[src/rtl/fsk_disc_pkg.sv]
package fsk_disc_pkg;

    // Polarity of the divided-by-two IF level that a timer watches
    typedef enum logic {
        LVL_LOW  = 1'b0,
        LVL_HIGH = 1'b1
    } level_e;

    // Bits needed to hold values 0..v
    function automatic int unsigned cnt_bits(input int unsigned v);
        return (v < 2) ? 1 : $clog2(v + 1);
    endfunction

endpackage

[src/rtl/fsk_rise_toggle.sv]
module fsk_rise_toggle #(
    parameter int SYNC_STAGES = 2
) (
    input  logic clk,
    input  logic rst,
    input  logic in_async,
    output logic tog_o,
    output logic start_o
);

    typedef struct packed {
        logic [SYNC_STAGES-1:0] sync;
        logic                   prev;
        logic                   tog;
    } rt_state_t;

    rt_state_t st_d, st_q;
    logic      rise;

    always_comb begin
        st_d      = st_q;
        st_d.sync = {st_q.sync[SYNC_STAGES-2:0], in_async};
        st_d.prev = st_q.sync[SYNC_STAGES-1];
        rise      = st_q.sync[SYNC_STAGES-1] & ~st_q.prev;
        if (rise) begin
            st_d.tog = ~st_q.tog;
        end
    end

    always_ff @(posedge clk) begin
        if (rst) begin
            st_q <= '0;
        end else begin
            st_q <= st_d;
        end
    end

    assign tog_o   = st_q.tog;
    assign start_o = rise;

endmodule

[src/rtl/fsk_level_timer.sv]
module fsk_level_timer
    import fsk_disc_pkg::*;
#(
    parameter int     LOAD_VAL = 999,
    parameter level_e LEVEL    = LVL_HIGH
) (
    input  logic clk,
    input  logic rst,
    input  logic tog_i,
    input  logic start_i,
    output logic ovf_o
);

    localparam int CNT_W = cnt_bits(LOAD_VAL);

    typedef struct packed {
        logic [CNT_W-1:0] cnt;
        logic             armed;
        logic             ovf;
    } lt_state_t;

    lt_state_t st_d, st_q;
    logic      active;
    logic      enter;

    always_comb begin
        st_d     = st_q;
        st_d.ovf = 1'b0;
        active   = st_q.armed && (tog_i == LEVEL);
        enter    = start_i && ((~tog_i) == LEVEL);
        if (enter) begin
            st_d.cnt   = CNT_W'(LOAD_VAL);
            st_d.armed = 1'b1;
        end else if (active) begin
            if (st_q.cnt == '0) begin
                st_d.ovf = 1'b1;
                st_d.cnt = CNT_W'(LOAD_VAL);
            end else begin
                st_d.cnt = st_q.cnt - 1'b1;
            end
        end
    end

    always_ff @(posedge clk) begin
        if (rst) begin
            st_q <= '0;
        end else begin
            st_q <= st_d;
        end
    end

    assign ovf_o = st_q.ovf;

endmodule

[src/rtl/fsk_stretcher.sv]
module fsk_stretcher
    import fsk_disc_pkg::*;
#(
    parameter int STRETCH_LEN = 1100
) (
    input  logic clk,
    input  logic rst,
    input  logic trig_i,
    output logic out_o
);

    localparam int STR_W = cnt_bits(STRETCH_LEN);

    typedef struct packed {
        logic [STR_W-1:0] cnt;
    } st_state_t;

    st_state_t st_d, st_q;

    always_comb begin
        st_d = st_q;
        if (trig_i) begin
            st_d.cnt = STR_W'(STRETCH_LEN);
        end else if (st_q.cnt != '0) begin
            st_d.cnt = st_q.cnt - 1'b1;
        end
    end

    always_ff @(posedge clk) begin
        if (rst) begin
            st_q <= '0;
        end else begin
            st_q <= st_d;
        end
    end

    assign out_o = (st_q.cnt != '0);

endmodule

[src/rtl/fsk_cycle_discriminator.sv]
module fsk_cycle_discriminator
    import fsk_disc_pkg::*;
#(
    parameter int LOAD_VAL    = 999,
    parameter int STRETCH_LEN = 1100,
    parameter int SYNC_STAGES = 2
) (
    input  logic clk,
    input  logic rst,
    input  logic if_in,
    output logic data_o
);

    localparam int NUM_LVL = 2;

    logic               tog;
    logic               start;
    logic [NUM_LVL-1:0] ovf;
    logic               trig;

    fsk_rise_toggle #(
        .SYNC_STAGES(SYNC_STAGES)
    ) u_toggle (
        .clk     (clk),
        .rst     (rst),
        .in_async(if_in),
        .tog_o   (tog),
        .start_o (start)
    );

    // One period timer per polarity of the divided signal
    generate
        for (genvar g = 0; g < NUM_LVL; g++) begin : g_timer
            fsk_level_timer #(
                .LOAD_VAL(LOAD_VAL),
                .LEVEL   (level_e'(g))
            ) u_timer (
                .clk    (clk),
                .rst    (rst),
                .tog_i  (tog),
                .start_i(start),
                .ovf_o  (ovf[g])
            );
        end
    endgenerate

    assign trig = |ovf;

    fsk_stretcher #(
        .STRETCH_LEN(STRETCH_LEN)
    ) u_stretch (
        .clk   (clk),
        .rst   (rst),
        .trig_i(trig),
        .out_o (data_o)
    );

endmodule

[config.mk]
export PLATFORM = sky130hd
export DESIGN_NAME = fsk_cycle_discriminator
export DESIGN_NICKNAME = d
export VERILOG_FILES = /design/src/rtl/fsk_disc_pkg.sv /design/src/rtl/fsk_rise_toggle.sv /design/src/rtl/fsk_level_timer.sv /design/src/rtl/fsk_stretcher.sv /design/src/rtl/fsk_cycle_discriminator.sv
export SDC_FILE = /design/constraint.sdc
export NUM_CORES = 1
export LEC_CHECK = 0
export BUFFER_PORTS_ARGS = -buffer_cell sky130_fd_sc_hd__buf_2
export CAP_MARGIN = 20
export CORE_MARGIN = 1
export CORE_UTILIZATION = 25
export CTS_CLUSTER_DIAMETER = 100
export CTS_CLUSTER_SIZE = 14
export DETAILED_ROUTE_END_ITERATION = 8
export PLACE_DENSITY_LB_ADDON = 0.1
export SLEW_MARGIN = 10
export SYNTH_ARGS = -nofsm -noshare
export SYNTH_HDL_FRONTEND = slang
export SYNTH_SLANG_ARGS = --single-unit
[constraint.sdc]
create_clock -name clk -period 1.9 [get_ports clk]
set_input_delay 0.19 -clock clk [delete_from_list [all_inputs] [get_ports clk]]
set_output_delay 0.19 -clock clk [all_outputs]
set_load 0.02 [all_outputs]
# ---- Word level (Yosys, flattened, before mapping)
# Cells that the tools add are included.
dict set report totals {
  reg_bits 39
  input_bits 3
}
dict set report classes {
  add_sub_neg 3
  n_mux 10
  bitwise 5
  n_reduce_logical 16
}
# op n
set ops {}
lappend ops {{10-bit 2-to-1 mux} 6}
lappend ops {{11-bit 2-to-1 mux} 2}
lappend ops {{10-bit logical NOT} 2}
lappend ops {{10-bit by 1-bit subtractor with 10-bit output (second input constant)} 2}
lappend ops {{11-bit nonzero test} 1}
lappend ops {{11-bit by 1-bit subtractor with 11-bit output (second input constant)} 1}
lappend ops {{3-bit OR reduction} 3}
lappend ops {{2-bit nonzero test} 3}
lappend ops {{2-bit OR reduction} 3}
lappend ops {{1-bit logical AND} 4}
lappend ops {{1-bit NOT} 4}
lappend ops {{1-bit 2-to-1 mux} 2}
lappend ops {{1-bit AND} 1}

# ---- Longest topological paths before layout
dict set report logic_depth {
  ltp_word 4
  mapped_depth 7
  ltp_nobuf 6
}

# ---- Cells and area by module
# A second synthesis with hierarchy kept.
dict set report hier_totals {
  cells_unflattened 203
  area_unflattened_um2 1866.8
}
# module instances cells_per_inst area_per_inst_um2
set modules_own_cells {}
lappend modules_own_cells {fsk_stretcher 1 69 620.6}
lappend modules_own_cells {{fsk_level_timer at g_timer[0].u_timer} 1 61 551.8}
lappend modules_own_cells {{fsk_level_timer at g_timer[1].u_timer} 1 61 550.5}
lappend modules_own_cells {fsk_rise_toggle 1 11 137.6}
lappend modules_own_cells {fsk_cycle_discriminator 1 1 6.3}

# ---- Least setup slack after synthesis
# OpenSTA, ideal clock, no wires.
dict set report synth_path {
  path_type {register -> output}
  start {reg u_stretch.st_q[3] (netlist name)}
  end {out data_o}
  t_arrival_ps 1477
  slack_ps 233
  stages_incl_launch_ff 4
  n_path_buf 0
  cell_sequence {dfxtp_1 nor3_1 nand2_1 or4_1}
}
dict set report synth_via {
  elab_chain_cells 1
}
# element line_no
set synth_lines {}
lappend synth_lines {{start, declared} fsk_stretcher.sv:18} ;# st_state_t st_d, st_q;
lappend synth_lines {{start signal, assigned} fsk_stretcher.sv:33} ;# st_q <= st_d;
lappend synth_lines {{11-bit nonzero test} fsk_stretcher.sv:37} ;# assign out_o = (st_q.cnt != '0);
lappend synth_lines {{end, declared} fsk_cycle_discriminator.sv:11} ;# output logic data_o
# Every way passes these cells.

# ---- Final worst setup path
dict set report layout_path {
  start {reg u_stretch.st_q[8] (netlist name)}
  end {out data_o}
}
# The elaborated chain is that of the path after synthesis.

==> flow_metrics.env <==
export IMPL_top_layer="met4"
export IMPL_status="completed"
export IMPL_wire_per_inst_um=11.72
export IMPL_seq_power_share_pct=40.3
export IMPL_yosysTopAreaCellShare_pct=42.95
export IMPL_grt_max_degree=29
export IMPL_io_buffers=3
export IMPL_synth_area_um2=1818
export IMPL_ios=4
export IMPL_drive_above_1_share_pct=18.06
export IMPL_yosysTopAreaCell="dfxtp_1"
export IMPL_end_kind="output pin"
export IMPL_final_hold_viol_count=0
export IMPL_cts_hold_buf=0
export IMPL_clkLatencyLatePin_ps=290
export IMPL_synth_ff_type="dfxtp_1"
export IMPL_met2_length_mm=1.736
export IMPL_critPathKind="reg -> out"
export IMPL_synth_edf_count=0
export IMPL_clk_pin_slew_ps=80
export IMPL_layout_nets=235
export IMPL_grt_pass1_wl_mm=6.734
export IMPL_syn_inst=206
export IMPL_path_buf_inv=1
export IMPL_synth_nets=214
export IMPL_critPathTopFamily="simple AND/OR/NAND/NOR gates"
export IMPL_worstPathRequired_ps=1710
export IMPL_cts_root_buf="clkbuf_8"
export IMPL_antenna_cells=0
export IMPL_drc=0
export IMPL_synth_cell_types=39
export IMPL_die_width_um=87.28
export IMPL_first_pass_iters=4
export IMPL_maxCapViolCount=0
export IMPL_fin_tns_setup_ps=0
export IMPL_htreeDepth=2
export IMPL_initial_core_util_pct=26.32
export IMPL_worstSetupStartpointType="register"
export IMPL_die_area_um2=7617
export IMPL_fin_cells=323
export IMPL_async_reset_ff_share_pct=0
export IMPL_post_dp_hpwl_mm=2.621
export IMPL_cp_arrival_ps=1650
export IMPL_hold_class="in -> reg"
export IMPL_wl_mm=3.785
export IMPL_met3RoutedLength_um=63
export IMPL_finalClockSkew_ps=10.63
export IMPL_vias=1511
export IMPL_cts_tree="built"
export IMPL_grt_pass1_vias=1452
export IMPL_ir_worst_vdd_uv=261.5
export IMPL_rows=30
export IMPL_drv_slew=0
export IMPL_pwr_share_clk_pct=21.4
export IMPL_grt_overflow=0
export IMPL_place_congestion=0.6886
export IMPL_syn2layout_area_growth_pct=19.68
export IMPL_worst_pin_slew_ps=568.4
export IMPL_comb_power_share_pct=38.3
export IMPL_synth_commonest_cells="dfxtp_1, nor2_1, a21oi_1, xor2_1"
export IMPL_final_setup_viol_count=0
export IMPL_drtIter0Drc=43
export IMPL_cp_slowest_cell="or4_4"
export IMPL_period_minus_slack_ps=1838
export IMPL_syn_mean_instance_area_um2=8.825
export IMPL_clock_fmax_mhz=544.1
export IMPL_dpl_cell_count=312
export IMPL_dpl_worst_slack_ps=186.2
export IMPL_ys_warn_count=0
export IMPL_whs_ps=111.3
export IMPL_ys_seq_area_share_pct=42.95
export IMPL_clock_path_buffers=2
export IMPL_slew_headroom_pct=61.76
export IMPL_swShare_pct=33.42
export IMPL_p_int_mw=1.765
export IMPL_viasPerCell=4.678
export IMPL_grt_antenna_before_repair=0
export IMPL_rsz0062_at_grt="no"
export IMPL_ant_nets=0
export IMPL_p_leak_nw=0.8103
export IMPL_core_area_um2=6907
export IMPL_wl_met1_mm=1.953
export IMPL_crit_fanout=4
export IMPL_yosysMostFrequentCell="dfxtp_1"
export IMPL_power_density_nw_per_um2=1218
export IMPL_grt_usage_pct=11.32
export IMPL_cts_sinks=39
export IMPL_die_h_um=87.28
export IMPL_power_net_switching_uw=886.1
export IMPL_ys_ff_latch=39
export IMPL_finalWorstSetupSlack_ps=62.14
export IMPL_synthTopCellsByArea="dfxtp_1, xor2_1, nor2_1"
export IMPL_layout_worst_path_cycle_share_pct=96.73
export IMPL_slowest_delay_ps=490
export IMPL_crit_chain="or3_1 -> or4_4 -> buf_6"
export IMPL_cts_buffers=5
-- worst reg2reg max path: cells and delay by family, from the launching register on --
family	cells	cell delay (ps)
flip-flops	1	350
AND/OR/NAND/NOR	3	1120
AO/OA/AOI/OAI	1	170
-- kinds of logic after synthesis --
family	synth area share, %
buffers and inverters	3.372
AO/OA/AOI/OAI	15.62
AND/OR/NAND/NOR	26.36
adder cells (fa/ha/maj)	3.441
multiplexers	0.5506
XOR/XNOR	7.708
flip-flops	42.95
-- cell type report --
| cell class | count | area (um2) |
|---|---|---|
| Fill cell | 769 | 4731 |
| Multi-Input combinational cell | 151 | 992.2 |
| Sequential cell | 39 | 785.8 |
| Timing Repair Buffer | 21 | 156.4 |
| Tap cell | 96 | 120.1 |
| Clock buffer | 6 | 82.58 |
| Inverter | 9 | 33.78 |
| Clock inverter | 1 | 5.005 |
-- flip-flops by register name, summed over array words and instances, names as in the netlist --
name	cells
u_toggle.tog_o	1
g_timer.u_timer.st_q	22
g_timer.u_timer.ovf_o	2
u_toggle.st_q	1
u_stretch.st_q	11
u_toggle.st_d	2
-- per-stage QoR --
step | utilization [%] | area [um2] | total power [mW]
after detailed placement | 29.40 | 2031 | 1.954
final | 31.50 | 2176 | 2.651
after floorplan | - | 1818 | 1.657
after global placement | 29.40 | 2031 | 1.961
after CTS | 31.32 | 2163 | 2.670
after global routing | 31.50 | 2176 | 2.863
-- power by group through the flow --
stage,clock (mW),sequential [mW],combinational (mW)
2_1_floorplan,0,1.05,0.608
3_3_place_gp,0,1.08,0.880
3_5_place_dp,0,1.08,0.876
4_1_cts,0.605,1.07,0.998
5_1_grt,0.633,1.09,1.14
6_report,0.567,1.07,1.01
-- per-layer routing --
layer	up-vias	track usage, %
li1	787	-
met2	5	17.90
met4	0	4.471
met5	-	0
met3	2	2.559
met1	717	14.91
-- path summary, 6_finish.rpt --
check        slack, ps                     endpoint  cells past startpoint                  startpoint
max                 60                       data_o                      3           u_stretch.st_q[8]
min                110             u_toggle.st_d[3]                      2                       if_in
max reg2reg        180  g_timer[0].u_timer.st_q[10]                      4  g_timer[0].u_timer.st_q[5]
min reg2reg        440             u_toggle.st_d[1]                      1            u_toggle.st_d[3]
-- cells in the final DEF (no fill, tap or decap), drive strengths merged, types with 2 or more instances in the layout --
master,count
a211oi,3
a21oi,14
a31oi,7
a41oi,2
buf,21
clkbuf,6
dfxtp,39
ha,5
inv,9
nand2,9
nand2b,2
nand3,6
nand4,2
nand4b,2
nor2,23
nor2b,8
nor3,9
nor3b,6
nor4,5
o211ai,5
o21ai,5
o31ai,3
o41ai,2
or3,3
or3b,2
or4,4
xnor2,3
xor2,13
-- what timing repair did --
item | CTS | global route
buffers inserted | 3 | 1
gates resized for setup | 8 | 3
setup endpoints to repair | 1 | 1
hold endpoints to repair | 0 | 0
pin swaps | 1 | 3
No activity file was read; power rests on OpenSTA's default activity.
